==> src/rtl/nvu_pkg.sv <==
package nvu_pkg;

    localparam int ADDR_W = 13;

    typedef logic [ADDR_W-1:0] addr_t;

    typedef enum logic [2:0] {
        ST_IDLE  = 3'd0,
        ST_S1    = 3'd1,
        ST_S2    = 3'd2,
        ST_S3    = 3'd3,
        ST_S4    = 3'd4,
        ST_S5    = 3'd5,
        ST_ARMED = 3'd6,
        ST_LOCK  = 3'd7
    } seq_state_e;

    localparam addr_t STORE_KEY  = 13'h0F0F;
    localparam addr_t RECALL_KEY = 13'h0F0E;

    // Expected address for the read that follows 'idx' matched steps.
    function automatic addr_t prefix_key(input logic [2:0] idx);
        addr_t key;
        case (idx)
            3'd0:    key = 13'h0000;
            3'd1:    key = 13'h1555;
            3'd2:    key = 13'h0AAA;
            3'd3:    key = 13'h1FFF;
            3'd4:    key = 13'h10F0;
            default: key = 13'h0000;
        endcase
        return key;
    endfunction

endpackage

==> src/rtl/nvu_ce_sync.sv <==
module nvu_ce_sync #(
    parameter int STAGES = 2
) (
    input  logic clk,
    input  logic rst_n,
    input  logic ce_n_raw,
    output logic ce_fall,
    output logic ce_rise
);

    localparam int LAST = STAGES - 1;

    logic [STAGES-1:0] chain;
    logic              ce_last;

    genvar g;
    generate
        for (g = 0; g < STAGES; g++) begin : g_stage
            if (g == 0) begin : g_first
                always_ff @(posedge clk or negedge rst_n) begin
                    if (!rst_n) chain[0] <= 1'b1;
                    else        chain[0] <= ce_n_raw;
                end
            end else begin : g_next
                always_ff @(posedge clk or negedge rst_n) begin
                    if (!rst_n) chain[g] <= 1'b1;
                    else        chain[g] <= chain[g-1];
                end
            end
        end
    endgenerate

    always_ff @(posedge clk or negedge rst_n) begin
        if (!rst_n) ce_last <= 1'b1;
        else        ce_last <= chain[LAST];
    end

    assign ce_fall = ce_last & ~chain[LAST];
    assign ce_rise = ~ce_last & chain[LAST];


    fall_then_low_chk: assert property (@(posedge clk) disable iff (!rst_n)
        ce_fall |=> !ce_fall);

endmodule

==> src/rtl/nvu_step_capture.sv <==
module nvu_step_capture
    import nvu_pkg::*;
(
    input  logic  clk,
    input  logic  rst_n,
    input  logic  ce_fall,
    input  logic  ce_rise,
    input  logic  lock,
    input  logic  we_n,
    input  addr_t addr,
    output logic  step_evt,
    output addr_t evt_addr,
    output logic  evt_wr
);

    logic  valid;
    addr_t cap_addr;
    logic  cap_wr;

    always_ff @(posedge clk or negedge rst_n) begin
        if (!rst_n) begin
            valid    <= 1'b0;
            cap_addr <= '0;
            cap_wr   <= 1'b0;
        end else if (ce_fall && !lock) begin
            valid    <= 1'b1;
            cap_addr <= addr;
            cap_wr   <= ~we_n;
        end else if (ce_rise) begin
            valid    <= 1'b0;
        end else if (valid && !we_n) begin
            cap_wr   <= 1'b1;
        end
    end

    assign step_evt = ce_rise & valid;
    assign evt_addr = cap_addr;
    assign evt_wr   = cap_wr;


    no_open_when_locked_chk: assert property (@(posedge clk) disable iff (!rst_n)
        $rose(valid) |-> !$past(lock));


    write_sticks_chk: assert property (@(posedge clk) disable iff (!rst_n)
        (valid && cap_wr && !ce_rise && !ce_fall) |=> cap_wr);

endmodule

==> src/rtl/nvu_seq_fsm.sv <==
module nvu_seq_fsm
    import nvu_pkg::*;
(
    input  logic       clk,
    input  logic       rst_n,
    input  logic       step_evt,
    input  addr_t      evt_addr,
    input  logic       evt_wr,
    input  logic       nv_busy,
    output logic       store_req,
    output logic       recall_req,
    output logic       locked,
    output logic [2:0] step
);

    seq_state_e state, nxt;
    seq_state_e restart;
    logic       issue_store, issue_recall;

    assign restart = (evt_addr == prefix_key(3'd0)) ? ST_S1 : ST_IDLE;

    always_ff @(posedge clk or negedge rst_n) begin
        if (!rst_n) state <= ST_IDLE;
        else        state <= nxt;
    end

    always_comb begin
        nxt          = state;
        issue_store  = 1'b0;
        issue_recall = 1'b0;
        if (nv_busy) begin
            nxt = ST_LOCK;
        end else begin
            unique case (state)
                ST_ARMED: nxt = ST_ARMED;
                ST_LOCK:  nxt = ST_IDLE;
                default: begin
                    if (step_evt) begin
                        if (evt_wr) begin
                            nxt = ST_IDLE;
                        end else if (state == ST_S5) begin
                            if (evt_addr == STORE_KEY) begin
                                nxt         = ST_ARMED;
                                issue_store = 1'b1;
                            end else if (evt_addr == RECALL_KEY) begin
                                nxt          = ST_ARMED;
                                issue_recall = 1'b1;
                            end else begin
                                nxt = restart;
                            end
                        end else if (evt_addr == prefix_key(state)) begin
                            nxt = seq_state_e'(state + 3'd1);
                        end else begin
                            nxt = restart;
                        end
                    end
                end
            endcase
        end
    end

    always_ff @(posedge clk or negedge rst_n) begin
        if (!rst_n) begin
            store_req  <= 1'b0;
            recall_req <= 1'b0;
        end else begin
            store_req  <= issue_store;
            recall_req <= issue_recall;
        end
    end

    assign locked = (state == ST_ARMED) || (state == ST_LOCK);
    assign step   = (state == ST_LOCK) ? 3'd6 : state;


    store_pulse_chk: assert property (@(posedge clk) disable iff (!rst_n)
        store_req |=> !store_req);


    req_excl_chk: assert property (@(posedge clk) disable iff (!rst_n)
        !(store_req && recall_req));


    req_source_chk: assert property (@(posedge clk) disable iff (!rst_n)
        (store_req || recall_req) |-> ($past(state) == ST_S5));


    busy_lock_chk: assert property (@(posedge clk) disable iff (!rst_n)
        nv_busy |=> (state == ST_LOCK));


    armed_hold_chk: assert property (@(posedge clk) disable iff (!rst_n)
        (state == ST_ARMED && !nv_busy) |=> (state == ST_ARMED));

endmodule

==> src/rtl/nv_unlock_detector.sv <==
module nv_unlock_detector
    import nvu_pkg::*;
#(
    parameter int SYNC_STAGES = 2
) (
    input  logic              clk,
    input  logic              rst_n,
    input  logic              ce_n,
    input  logic              we_n,
    input  logic [ADDR_W-1:0] addr,
    input  logic              nv_busy,
    output logic              store_req,
    output logic              recall_req,
    output logic [2:0]        step
);

    logic  ce_fall, ce_rise;
    logic  step_evt, evt_wr, locked;
    addr_t evt_addr;

    nvu_ce_sync #(.STAGES(SYNC_STAGES)) u_sync (
        .clk      (clk),
        .rst_n    (rst_n),
        .ce_n_raw (ce_n),
        .ce_fall  (ce_fall),
        .ce_rise  (ce_rise)
    );

    nvu_step_capture u_cap (
        .clk      (clk),
        .rst_n    (rst_n),
        .ce_fall  (ce_fall),
        .ce_rise  (ce_rise),
        .lock     (locked | nv_busy),
        .we_n     (we_n),
        .addr     (addr),
        .step_evt (step_evt),
        .evt_addr (evt_addr),
        .evt_wr   (evt_wr)
    );

    nvu_seq_fsm u_fsm (
        .clk        (clk),
        .rst_n      (rst_n),
        .step_evt   (step_evt),
        .evt_addr   (evt_addr),
        .evt_wr     (evt_wr),
        .nv_busy    (nv_busy),
        .store_req  (store_req),
        .recall_req (recall_req),
        .locked     (locked),
        .step       (step)
    );

endmodule

==> config.mk <==
export PLATFORM = sky130hd
export DESIGN_NAME = nv_unlock_detector
export DESIGN_NICKNAME = d
export VERILOG_FILES = /design/src/rtl/nvu_pkg.sv /design/src/rtl/nvu_ce_sync.sv /design/src/rtl/nvu_step_capture.sv /design/src/rtl/nvu_seq_fsm.sv /design/src/rtl/nv_unlock_detector.sv
export SDC_FILE = /design/constraint.sdc
export NUM_CORES = 1
export LEC_CHECK = 0
export ABC_CLOCK_PERIOD_IN_PS = 2400
export BUFFER_PORTS_ARGS = -buffer_cell sky130_fd_sc_hd__buf_4
export CORE_UTILIZATION = 45
export CTS_CLUSTER_DIAMETER = 200
export DETAILED_ROUTE_END_ITERATION = 16
export PLACE_DENSITY = 0.67
export SLEW_MARGIN = 40
export SYNTH_ARGS = -nofsm -noshare
export SYNTH_HDL_FRONTEND = slang
export SYNTH_SLANG_ARGS = --single-unit
==> constraint.sdc <==
create_clock -name clk -period 2.4 [get_ports clk]
set_input_delay 0.12 -clock clk [delete_from_list [all_inputs] [get_ports clk]]
set_output_delay 0.12 -clock clk [all_outputs]
set_load 0.1 [all_outputs]
==> results of run 1 <==
-- Yosys cell counts, types with 3 or more instances --
cell	count	area share [%]
nand2b_1	5	2.5
mux2_2	7	6.4
ha_1	6	6.1
o21ai_0	4	1.6
a21oi_1	6	2.4
mux2_1	7	6.4
nor2_1	8	2.4
nand3_1	3	1.2
dfstp_2	3	6.4
nand2_1	6	1.8
dfrtp_1	20	41
inv_1	10	3.1
o21ai_1	3	1.2
-- cell type report --
class	instances	area, sq um
timing repair buffer	28	218
tap	30	37.5
sequential	23	581
clock buffer	3	22.5
inverter	10	37.5
clock inverter	1	5.00
multi-input combinational	80	606
fill	245	1020
-- worst max path at each step --
| stage | start | endpoint | slack, ps | depth (start not counted) |
|---|---|---|---|---|
| 2_1_floorplan | u_fsm.state[0] | step[0] | 130 | 3 |
| 3_3_place_gp | u_fsm.state[0] | u_fsm.state[0] | 220 | 8 |
| 3_5_place_dp | u_fsm.state[0] | u_fsm.state[0] | 60 | 8 |
| 4_1_cts | u_fsm.state[0] | u_fsm.state[0] | 30 | 8 |
| 5_1_grt | u_fsm.state[1] | u_fsm.state[0] | 0.01 | 8 |
| 6_report | u_fsm.state[1] | u_fsm.state[0] | 130 | 8 |
-- power by group through the flow --
stage / combinational [mW] / clock, mW / sequential [mW]
3_5_place_dp: 0.373 / 0 / 0.562
6_report: 0.376 / 0.173 / 0.554
3_3_place_gp: 0.363 / 0 / 0.555
2_1_floorplan: 0.282 / 0 / 0.544
4_1_cts: 0.378 / 0.185 / 0.554
5_1_grt: 0.416 / 0.200 / 0.570
-- cells by family (layout without fill, tap and decap cells) --
family,count (synthesis),in the layout
adders and majority gates,6,6
muxes,16,16
buffers and inverters,12,42
and+or+nand+nor,40,40
DFF,23,23
AOI/OAI and AO/OA,18,18
-- layer usage --
| layer | share of wire (%) | track usage [%] | wire length (um) | up-vias |
|---|---|---|---|---|
| met4 | 0 | 5.56 | 0 | 0 |
| met1 | 46 | 22.9 | 1030 | 450 |
| met5 | 0 | 0 | 0 | - |
| met3 | 4.3 | 4.17 | 96 | 0 |
| li1 | - | - | - | 469 |
| met2 | 50 | 30.5 | 1130 | 20 |
-- flip-flops by register name (all words and copies together), names as in the netlist --
name and flops:
u_fsm.recall_req 1, u_cap.evt_addr 13, u_fsm.state 3, u_cap.evt_wr 1, u_fsm.store_req 1, u_cap.valid 1
u_sync.chain 2, u_sync.ce_last 1
-- worst reg2reg max path, delay by kind of cell, from the launching register on --
family | cells | cell delay (ps)
adder cells (fa/ha/maj) | 2 | 490
AO/OA/AOI/OAI | 1 | 180
flip-flops | 1 | 440
multiplexers | 2 | 590
AND/OR/NAND/NOR | 3 | 460
-- what timing repair did --
| item | in CTS | in global routing |
|---|---|---|
| gates resized for setup | 0 | 3 |
| hold endpoints to repair | 25 | 0 |
| hold buffers | 3 | 0 |
| setup endpoints to repair | 0 | 2 |
==> impl_metrics.sql, run 1 <==
INSERT INTO impl_metrics (metric_group, metric, value, unit) VALUES
('run_status', 'status', 'complete, no violations', ''),
('floorplanning', 'std_cell_rows', '18', ''),
('setup_path', 'r2r-end', 'u_fsm.state[0]', ''),
('setup_path', 'end_kind', 'flip-flop', ''),
('cts', 'cts.sink_count', '23', ''),
('cts', 'clock_tree.root_cell', 'clkbuf_4', ''),
('global_route', 'grt_pass1_vias', '882', ''),
('layout', 'layout.cells.most_common_list', 'buf_4, dfrtp_1, inv_1', ''),
('route', 'drc', '0', ''),
('setup_path', 'worst_path_max_delay_cell', 'dfrtp_1', ''),
('setup_path', 'timing.reg2reg.worst_path_depth', '8', ''),
('worst_hold_path', 'timing.hold.worst.class', 'in -> reg', ''),
('yosys', 'postSynth.asyncResetShare', '100', '%'),
('global_route', 'grt.overflow.total', '0', ''),
('global_route', 'antenna_found_initial', '0', ''),
('yosys', 'yosys-mux-area-fraction', '14.5', '%'),
('floorplanning', 'total_die_area', '2940', 'sq um'),
('route', 'via_per_inst', '5.37', ''),
('power', 'cellInternalPower', '0.708', 'mW'),
('sta', 'worst_slew_margin_rel', '71.9', '%'),
('yosys', 'edff_count_synth', '0', ''),
('layout', 'fin_util', '59.7', '%'),
('cts', 'h-tree-depth', '1', ''),
('placed_design', 'dp_slack', '55.6', 'ps'),
('layout', 'insertedDiodeCount', '0', ''),
('route', 'wirelength_per_cell', '12.9', 'um'),
('setup_path', 'worst_setup_path_start_kind', 'flip-flop', ''),
('layout', 'final_layout_size_suffix_gt1_share', '33.1', '%'),
('yosys', 'postSynth.topFlopCell', 'dfrtp_1', ''),
('setup_path', 'crit_family', 'multiplexers', ''),
('route', 'drt-pass1-iter-count', '6', ''),
('layout', 'post_layout_nonfiller_instances', '175', ''),
('power', 'power.share.clock', '15.7', '%'),
('setup_path', 'cpPeakStageDelay', '440', 'ps'),
('cts', 'clk_path_buf_depth', '2', ''),
('sta', 'timing.setup.tns', '0', 'ps'),
('floorplanning', 'design.portCount', '23', ''),
('yosys', 'synth_seq_area_share', '47.2', '%'),
('setup_path', 'critPathKind', 'reg -> reg', ''),
('cts', 'insertion_delay', '300', 'ps'),
('worst_hold_path', 'hold_start', 'addr[12]', ''),
('yosys', 'synth_top_family_by_area', 'simple AND/OR/NAND/NOR gates', ''),
('floorplanning', 'effective_utilization_at_floorplan', '48.7', '%'),
('yosys', 'post_synth_and_or_nand_nor_area_fraction', '19.9', '%'),
('sta', 'setup_repair_after_global_routing_missed_its_margin', 'false', ''),
('power', 'power.net_switching', '0.395', 'mW'),
('floorplanning', 'die_y', '54.2', 'um'),
('worst_hold_path', 'hold-path-endpoint', 'u_cap.evt_addr[12]', ''),
('yosys', 'syn-cell-area', '1230', 'sq um'),
('placed_design', 'detailedPlacementHpwl', '1.73', 'mm'),
('yosys', 'synthAdderAreaFrac', '6.12', '%'),
('sta', 'post_route_setup_slack', '132', 'ps'),
('worst_hold_path', 'min_path_cells', '2', ''),
('sta', 'finalMaxSlewViolations', '0', ''),
('route', 'drt_wl_total', '2.25', 'mm'),
('power', 'worst_voltage_drop_across_the_vdd_grid', '533', 'uV'),
('layout', 'fin_nets', '170', ''),
('power', 'power.share.switching', '35.8', '%'),
('power', 'logic_pwr_share', '34.1', '%'),
('global_route', 'maximum_number_of_pins_on_one_net_before_global_route_repair', '24', ''),
('cts', 'cts-buffers-inserted', '3', ''),
('yosys', 'ys_seq_elements', '23', ''),
('route', 'ant_nets', '0', ''),
('setup_path', 'worst-endpoint-arrival', '2460', 'ps'),
('sta', 'worst-slew-pin-transition', '418', 'ps'),
('cts', 'post_cts.repair.setup_buffers', '0', ''),
('setup_path', 'critical-path-top-cell-by-count', 'ha_2', ''),
('setup_path', 'required', '2590', 'ps'),
('setup_path', 'crit_buf_inv', '0', ''),
('placed_design', 'dp_cells', '168', ''),
('route', 'iter_0_drt_violations', '7', '');
Power figures use the tool's default switching activity.
==> run 2, diff against run 1 <==
--- a/config.mk
+++ b/config.mk
@@ -5,7 +5,7 @@
 export SDC_FILE = /design/constraint.sdc
 export NUM_CORES = 1
 export LEC_CHECK = 0
-export ABC_CLOCK_PERIOD_IN_PS = 2400
+export ABC_CLOCK_PERIOD_IN_PS = 2200
 export BUFFER_PORTS_ARGS = -buffer_cell sky130_fd_sc_hd__buf_4
 export CORE_UTILIZATION = 45
 export CTS_CLUSTER_DIAMETER = 200
==> constraint.sdc (replaced) <==
create_clock -name clk -period 2.2 [get_ports clk]
set_input_delay 0.11 -clock clk [delete_from_list [all_inputs] [get_ports clk]]
set_output_delay 0.11 -clock clk [all_outputs]
set_load 0.1 [all_outputs]
==> run 2 against run 1 <==
Net effect: power is 13% higher; sequential power grew 8.5%; critical path type unchanged; core utilization increased by 5.0 points; clock power up 12%.
==> impl_metrics.sql, run 2 (synthesis results as in run 1) <==
INSERT INTO impl_metrics (metric_group, metric, value, unit) VALUES
('run_status', 'status', 'complete, no violations', ''),
('floorplanning', 'effective_utilization_at_floorplan', '48.7', '%'),
('setup_path', 'critPathKind', 'reg -> reg', ''),
('sta', 'finalHoldViolations', '0', ''),
('global_route', 'grt_first_pass_wirelength', '3.83', 'mm'),
('setup_path', 'reg2reg_setup_slack', '100', 'ps'),
('layout', 'final_layout_size_suffix_gt1_share', '35.7', '%'),
('layout', 'mostFrequentLayoutCell', 'buf_4', ''),
('cts', 'cts-buffers-inserted', '3', ''),
('layout', 'post_layout_nonfiller_instances', '187', ''),
('route', 'wirelength_per_cell', '12.8', 'um'),
('power', 'worst_voltage_drop_across_the_vdd_grid', '577', 'uV'),
('global_route', 'grt_pass1_vias', '878', ''),
('placed_design', 'number_of_port_buffers', '22', ''),
('setup_path', 'end_kind', 'flip-flop', ''),
('cts', 'clk_transition_reported_paths', '120', 'ps'),
('setup_path', 'worstSetupStartpoint', 'u_fsm.state[0]', ''),
('cts', 'clk_path_buf_depth', '2', ''),
('run', 'max-cap-violations', '0', ''),
('sta', 'max_freq', '0.475', 'GHz'),
('route', 'drt-pass1-iter-count', '4', ''),
('setup_path', 'worst_setup_path_start_kind', 'flip-flop', ''),
('worst_hold_path', 'hold_start', 'addr[1]', ''),
('route', 'routed-via-count', '977', ''),
('floorplanning', 'die_y', '54.2', 'um'),
('route', 'via_per_inst', '5.22', ''),
('cts', 'clock_tree.root_cell', 'clkbuf_4', ''),
('power', 'powerDensity', '764', 'nW/um^2'),
('layout', 'n_fill_cell', '222', ''),
('sta', 'final.hold.worst_slack', '19.1', 'ps'),
('setup_path', 'rr_startpoint', 'u_fsm.state[0]', ''),
('layout', 'fin_nets', '182', ''),
('sta', 'worst_slew_margin_rel', '72.8', '%'),
('power', 'power_leakage', '0.747', 'nW'),
('global_route', 'maximum_number_of_pins_on_one_net_before_global_route_repair', '24', ''),
('floorplanning', 'design.portCount', '23', ''),
('cts', 'tritoncts', 'built', ''),
('layout', 'largest_register_ff_count', '13', ''),
('floorplanning', 'fp.coreArea', '2520', 'sq um'),
('layout', 'insertedDiodeCount', '0', ''),
('setup_path', 'required', '2400', 'ps'),
('placed_design', 'gp_routability_congestion', '0.841', ''),
('sta', 'timing.clock.skew', '0.827', 'ps'),
('sta', 'timing.setup.tns', '0', 'ps'),
('layout', 'area_growth', '32.9', '%'),
('cts', 'cts.sink_count', '23', ''),
('global_route', 'antenna_found_initial', '0', ''),
('placed_design', 'detailedPlacementHpwl', '1.76', 'mm'),
('floorplanning', 'floorplan.die.width', '54.2', 'um'),
('sta', 'finalMaxSlewViolations', '0', ''),
('global_route', 'gr-usage-all-layers', '18.6', '%'),
('sta', 'min_period', '2100', 'ps'),
('layout', 'multiInputGateArea', '624', 'sq um'),
('route', 'drc', '0', ''),
('route', 'drt_wl_total', '2.39', 'mm'),
('route', 'iter_0_drt_violations', '5', ''),
('setup_path', 'worstPathMaxFanout', '4', ''),
('sta', 'finalSetupViolations', '0', ''),
('global_route', 'grt.overflow.total', '0', ''),
('worst_hold_path', 'timing.hold.worst.class', 'in -> reg', ''),
('setup_path', 'worst-endpoint-arrival', '2310', 'ps'),
('layout', 'fin_util', '64.7', '%'),
('cts', 'h-tree-depth', '1', ''),
('sta', 'final.period_utilization', '95.6', '%'),
('layout', 'layout.cells.most_common_list', 'buf_4, dfrtp_1, inv_1, dlygate4sd3_1', ''),
('floorplanning', 'std_cell_rows', '18', ''),
('route', 'ant_nets', '0', ''),
('cts', 'insertion_delay', '310', 'ps'),
('floorplanning', 'total_die_area', '2940', 'sq um'),
('placed_design', 'dp_cells', '170', ''),
('sta', 'worst-slew-pin-transition', '406', 'ps'),
('layout', 'ff_latch_area', '579', 'sq um');
## run 2: metal layers
metal  wire (um)  global-route usage, %  vias up
met4          34                   6.41        0
met3          59                   3.33        5
met1        1100                   23.8      468
met5           0                      0        -
met2        1200                   31.3       15
li1            -                      -      489
## run 2: path summary, 6_finish.rpt
path,end,depth (start not counted)
max,u_fsm.state[0],8
min,u_cap.evt_addr[1],2
max reg2reg,u_fsm.state[0],8
min reg2reg,u_sync.chain[1],0
max in group asynchronous,u_sync.chain[0],2
min in group asynchronous,u_cap.evt_addr[11],2
## run 2: where the power goes
part / switching [mW] / leakage [nW] / internal, mW
clock network: 0.126 / 0.0177 / 0.0680
registers: 0.0739 / 0.270 / 0.527
logic: 0.247 / 0.459 / 0.205
total: 0.447 / 0.747 / 0.800
## run 2: cell type report
cell class	instances	share of cell area (%)
multi-input combinational	80	38.3
sequential	23	35.5
timing repair buffer	40	19.9
inverter	10	2.30
tap	30	2.30
clock buffer	3	1.38
clock inverter	1	0.307
## run 2: metrics by stage
stage                     setup slack, ps  total power, mW  cell area, sq um
after detailed placement             7.43             1.03              1460
after floorplan                      99.8            0.903              1230
after CTS                            8.78             1.24              1570
after global placement               60.4             1.01              1460
final                                96.5             1.25              1630
after global routing                -1.84             1.33              1630
## run 2: worst max-delay path: stages, from the launching register on
cell	delay (ps)
dfrtp_1	440
ha_1	230
buf_4	150
or3_1	400
nand2_1	110
a21oi_2	70
nor4_4	290
mux2i_1	210
nand3_1	90
## run 2: repair_timing
action	CTS	global route
cloned	0	0
gates resized for setup	0	6
hold buffers	7	3
pin swaps	0	1
endpoints found under the hold margin	29	3
setup endpoints to repair	1	3
setup buffers	2	1
==> run 3, diff against run 2 <==
--- a/config.mk
+++ b/config.mk
@@ -7,10 +7,10 @@
 export LEC_CHECK = 0
 export ABC_CLOCK_PERIOD_IN_PS = 2200
 export BUFFER_PORTS_ARGS = -buffer_cell sky130_fd_sc_hd__buf_4
-export CORE_UTILIZATION = 45
+export CORE_UTILIZATION = 30
 export CTS_CLUSTER_DIAMETER = 200
 export DETAILED_ROUTE_END_ITERATION = 16
-export PLACE_DENSITY = 0.67
+export PLACE_DENSITY = 0.55
 export SLEW_MARGIN = 40
 export SYNTH_ARGS = -nofsm -noshare
 export SYNTH_HDL_FRONTEND = slang
==> run 3 against run 2 <==
Net effect: wire length up 5.1%; register-to-register slack worse by 30 ps; worst setup slack worse by 25 ps; largest power group unchanged; via count down 2.1%; clock-buffer cell count unchanged; core utilization down 22 points; sequential share of layout area up 0.25 points; first-iteration DRC count rose to 7.8 times the previous value; cell area down 0.69%.
==> impl_metrics.sql, run 3 (synthesis results as in run 1) <==
INSERT INTO impl_metrics (metric_group, metric, value, unit) VALUES
('power', 'worst_voltage_drop_across_the_vdd_grid', '359', 'uV'),
('route', 'iter_0_drt_violations', '39', ''),
('sta', 'max_freq', '0.470', 'GHz'),
('setup_path', 'crit_family', 'simple AND/OR/NAND/NOR gates', ''),
('placed_design', 'dpl_cell_area', '1510', 'sq um'),
('placed_design', 'gp_routability_congestion', '0.813', ''),
('floorplanning', 'effective_utilization_at_floorplan', '32.3', '%'),
('cts', 'insertion_delay', '260', 'ps'),
('setup_path', 'worst_setup_path_start_kind', 'flip-flop', ''),
('route', 'drt-pass1-iter-count', '4', ''),
('cts', 'cts-buffers-inserted', '3', ''),
('placed_design', 'number_of_port_buffers', '22', ''),
('placed_design', 'detailedPlacementHpwl', '1.94', 'mm'),
('sta', 'finalSetupViolations', '0', ''),
('layout', 'post_layout_nonfiller_instances', '201', ''),
('sta', 'final.period_utilization', '96.8', '%'),
('sta', 'finalHoldViolations', '0', ''),
('layout', 'ff_latch_area', '579', 'sq um'),
('floorplanning', 'die_y', '66.0', 'um'),
('route', 'drt_wl_total', '2.51', 'mm'),
('sta', 'worst-slew-pin-transition', '456', 'ps'),
('cts', 'tritoncts', 'built', ''),
('route', 'wirelength_per_cell', '12.5', 'um'),
('power', 'power_leakage', '0.733', 'nW'),
('cts', 'clock_tree.root_cell', 'clkbuf_8', ''),
('global_route', 'grt.overflow.total', '0', ''),
('layout', 'final_layout_size_suffix_gt1_share', '39.9', '%'),
('run_status', 'status', 'complete, no violations', ''),
('sta', 'worst_slew_margin_rel', '69.3', '%'),
('setup_path', 'cpPeakStageDelay', '400', 'ps'),
('floorplanning', 'std_cell_rows', '22', ''),
('setup_path', 'crit_buf_inv', '2', ''),
('layout', 'largest_register_ff_count', '13', ''),
('layout', 'area_growth', '32.0', '%'),
('floorplanning', 'total_die_area', '4350', 'sq um'),
('setup_path', 'end_kind', 'flip-flop', ''),
('layout', 'stdcell_area', '1620', 'sq um'),
('floorplanning', 'fp.coreArea', '3800', 'sq um'),
('route', 'drc', '0', ''),
('layout', 'multiInputGateArea', '622', 'sq um'),
('route', 'via_per_inst', '4.76', ''),
('layout', 'insertedDiodeCount', '0', ''),
('setup_path', 'worstPathMaxFanout', '5', ''),
('global_route', 'grt_pass1_vias', '1005', ''),
('layout', 'layout.cells.most_common_list', 'buf_4, dfrtp_1, inv_1', ''),
('floorplanning', 'design.portCount', '23', ''),
('setup_path', 'required', '2350', 'ps'),
('sta', 'min_period', '2130', 'ps'),
('cts', 'h-tree-depth', '1', ''),
('sta', 'final.hold.worst_slack', '15.7', 'ps'),
('sta', 'finalMaxSlewViolations', '0', ''),
('layout', 'fin_nets', '178', ''),
('global_route', 'antenna_found_initial', '0', ''),
('cts', 'cts.sink_count', '23', ''),
('global_route', 'grt_first_pass_wirelength', '4.41', 'mm'),
('global_route', 'gr-usage-all-layers', '13.2', '%'),
('floorplanning', 'floorplan.die.width', '66.0', 'um'),
('route', 'ant_nets', '0', ''),
('power', 'powerDensity', '810', 'nW/um^2'),
('setup_path', 'sequence_of_cells_on_the_critical_path', 'buf_4 > ha_2 > buf_4 > nand2b_1 > a211oi_2 > a21oi_2 > nor4_4 > mux2i_1 > nand3_1', ''),
('setup_path', 'worst-endpoint-arrival', '2280', 'ps'),
('run', 'max-cap-violations', '0', ''),
('cts', 'clk_path_buf_depth', '2', ''),
('placed_design', 'dp_cells', '191', ''),
('worst_hold_path', 'timing.hold.worst.class', 'in -> reg', ''),
('cts', 'clk_transition_reported_paths', '80', 'ps'),
('layout', 'n_fill_cell', '380', ''),
('global_route', 'maximum_number_of_pins_on_one_net_before_global_route_repair', '24', ''),
('setup_path', 'worst_path_max_delay_cell', 'dfrtp_1', ''),
('layout', 'mostFrequentLayoutCell', 'buf_4', ''),
('setup_path', 'critical-path-top-cell-by-count', 'buf_4', ''),
('setup_path', 'critPathKind', 'reg -> reg', ''),
('sta', 'timing.clock.skew', '1.84', 'ps'),
('route', 'routed-via-count', '956', '');
run 3: timing repair:
item	4_1_cts	5_1_grt
hold buffers	2	0
endpoints found under the setup margin	2	5
pin swaps	0	2
resized for setup	2	4
buffers inserted	2	2
cloned	0	0
endpoints found under the hold margin	24	0
run 3: area by class of cell:
type | count | area share [%]
multi-input cells | 80 | 38.4
well taps | 48 | 3.71
flip-flops and latches | 23 | 35.8
clock inverters | 1 | 0.309
clock buffers | 3 | 2.55
repair buffers | 36 | 17.0
inverters | 10 | 2.32
run 3: worst paths after layout:
check	from	endpoint	slack (ps)	cells after the start
max in group asynchronous	rst_n	u_sync.ce_last	1640	2
hold reg to reg	u_sync.chain[0]	u_sync.chain[1]	360	0
setup reg to reg	u_fsm.state[0]	u_fsm.state[0]	70	9
setup / recovery	u_fsm.state[0]	u_fsm.state[0]	70	9
hold / removal	we_n	u_cap.evt_wr	20	2
min in group asynchronous	rst_n	u_cap.evt_addr[11]	270	2
run 3: layer usage:
layer / wire length, um / part of all wire [%] / vias to the layer above / global-route usage, %
met1: 1140 / 45 / 452 / 16.0
met5: 0 / 0 / - / 0
met4: 14 / 0.56 / 0 / 3.99
met2: 1260 / 50 / 20 / 24.1
met3: 94 / 3.7 / 2 / 1.72
li1: - / - / 482 / -
run 3: report_power, final:
group          internal [mW]  switching (mW)
clock                  0.126           0.128
sequential             0.527          0.0747
combinational          0.204           0.253
total                  0.857           0.456
run 3: through the flow:
step / setup WS, ps / util, % / setup TNS (ps) / power, mW
2_1_floorplan: 99.8 / - / 0 / 0.903
3_5_place_dp: -42.3 / 39.6 / -42.3 / 1.04
3_3_place_gp: 68.1 / 39.6 / 0 / 1.03
4_1_cts: 16.9 / 41.9 / 0 / 1.32
5_1_grt: -10.6 / 42.7 / -18.4 / 1.41
6_report: 71.3 / 42.7 / 0 / 1.31
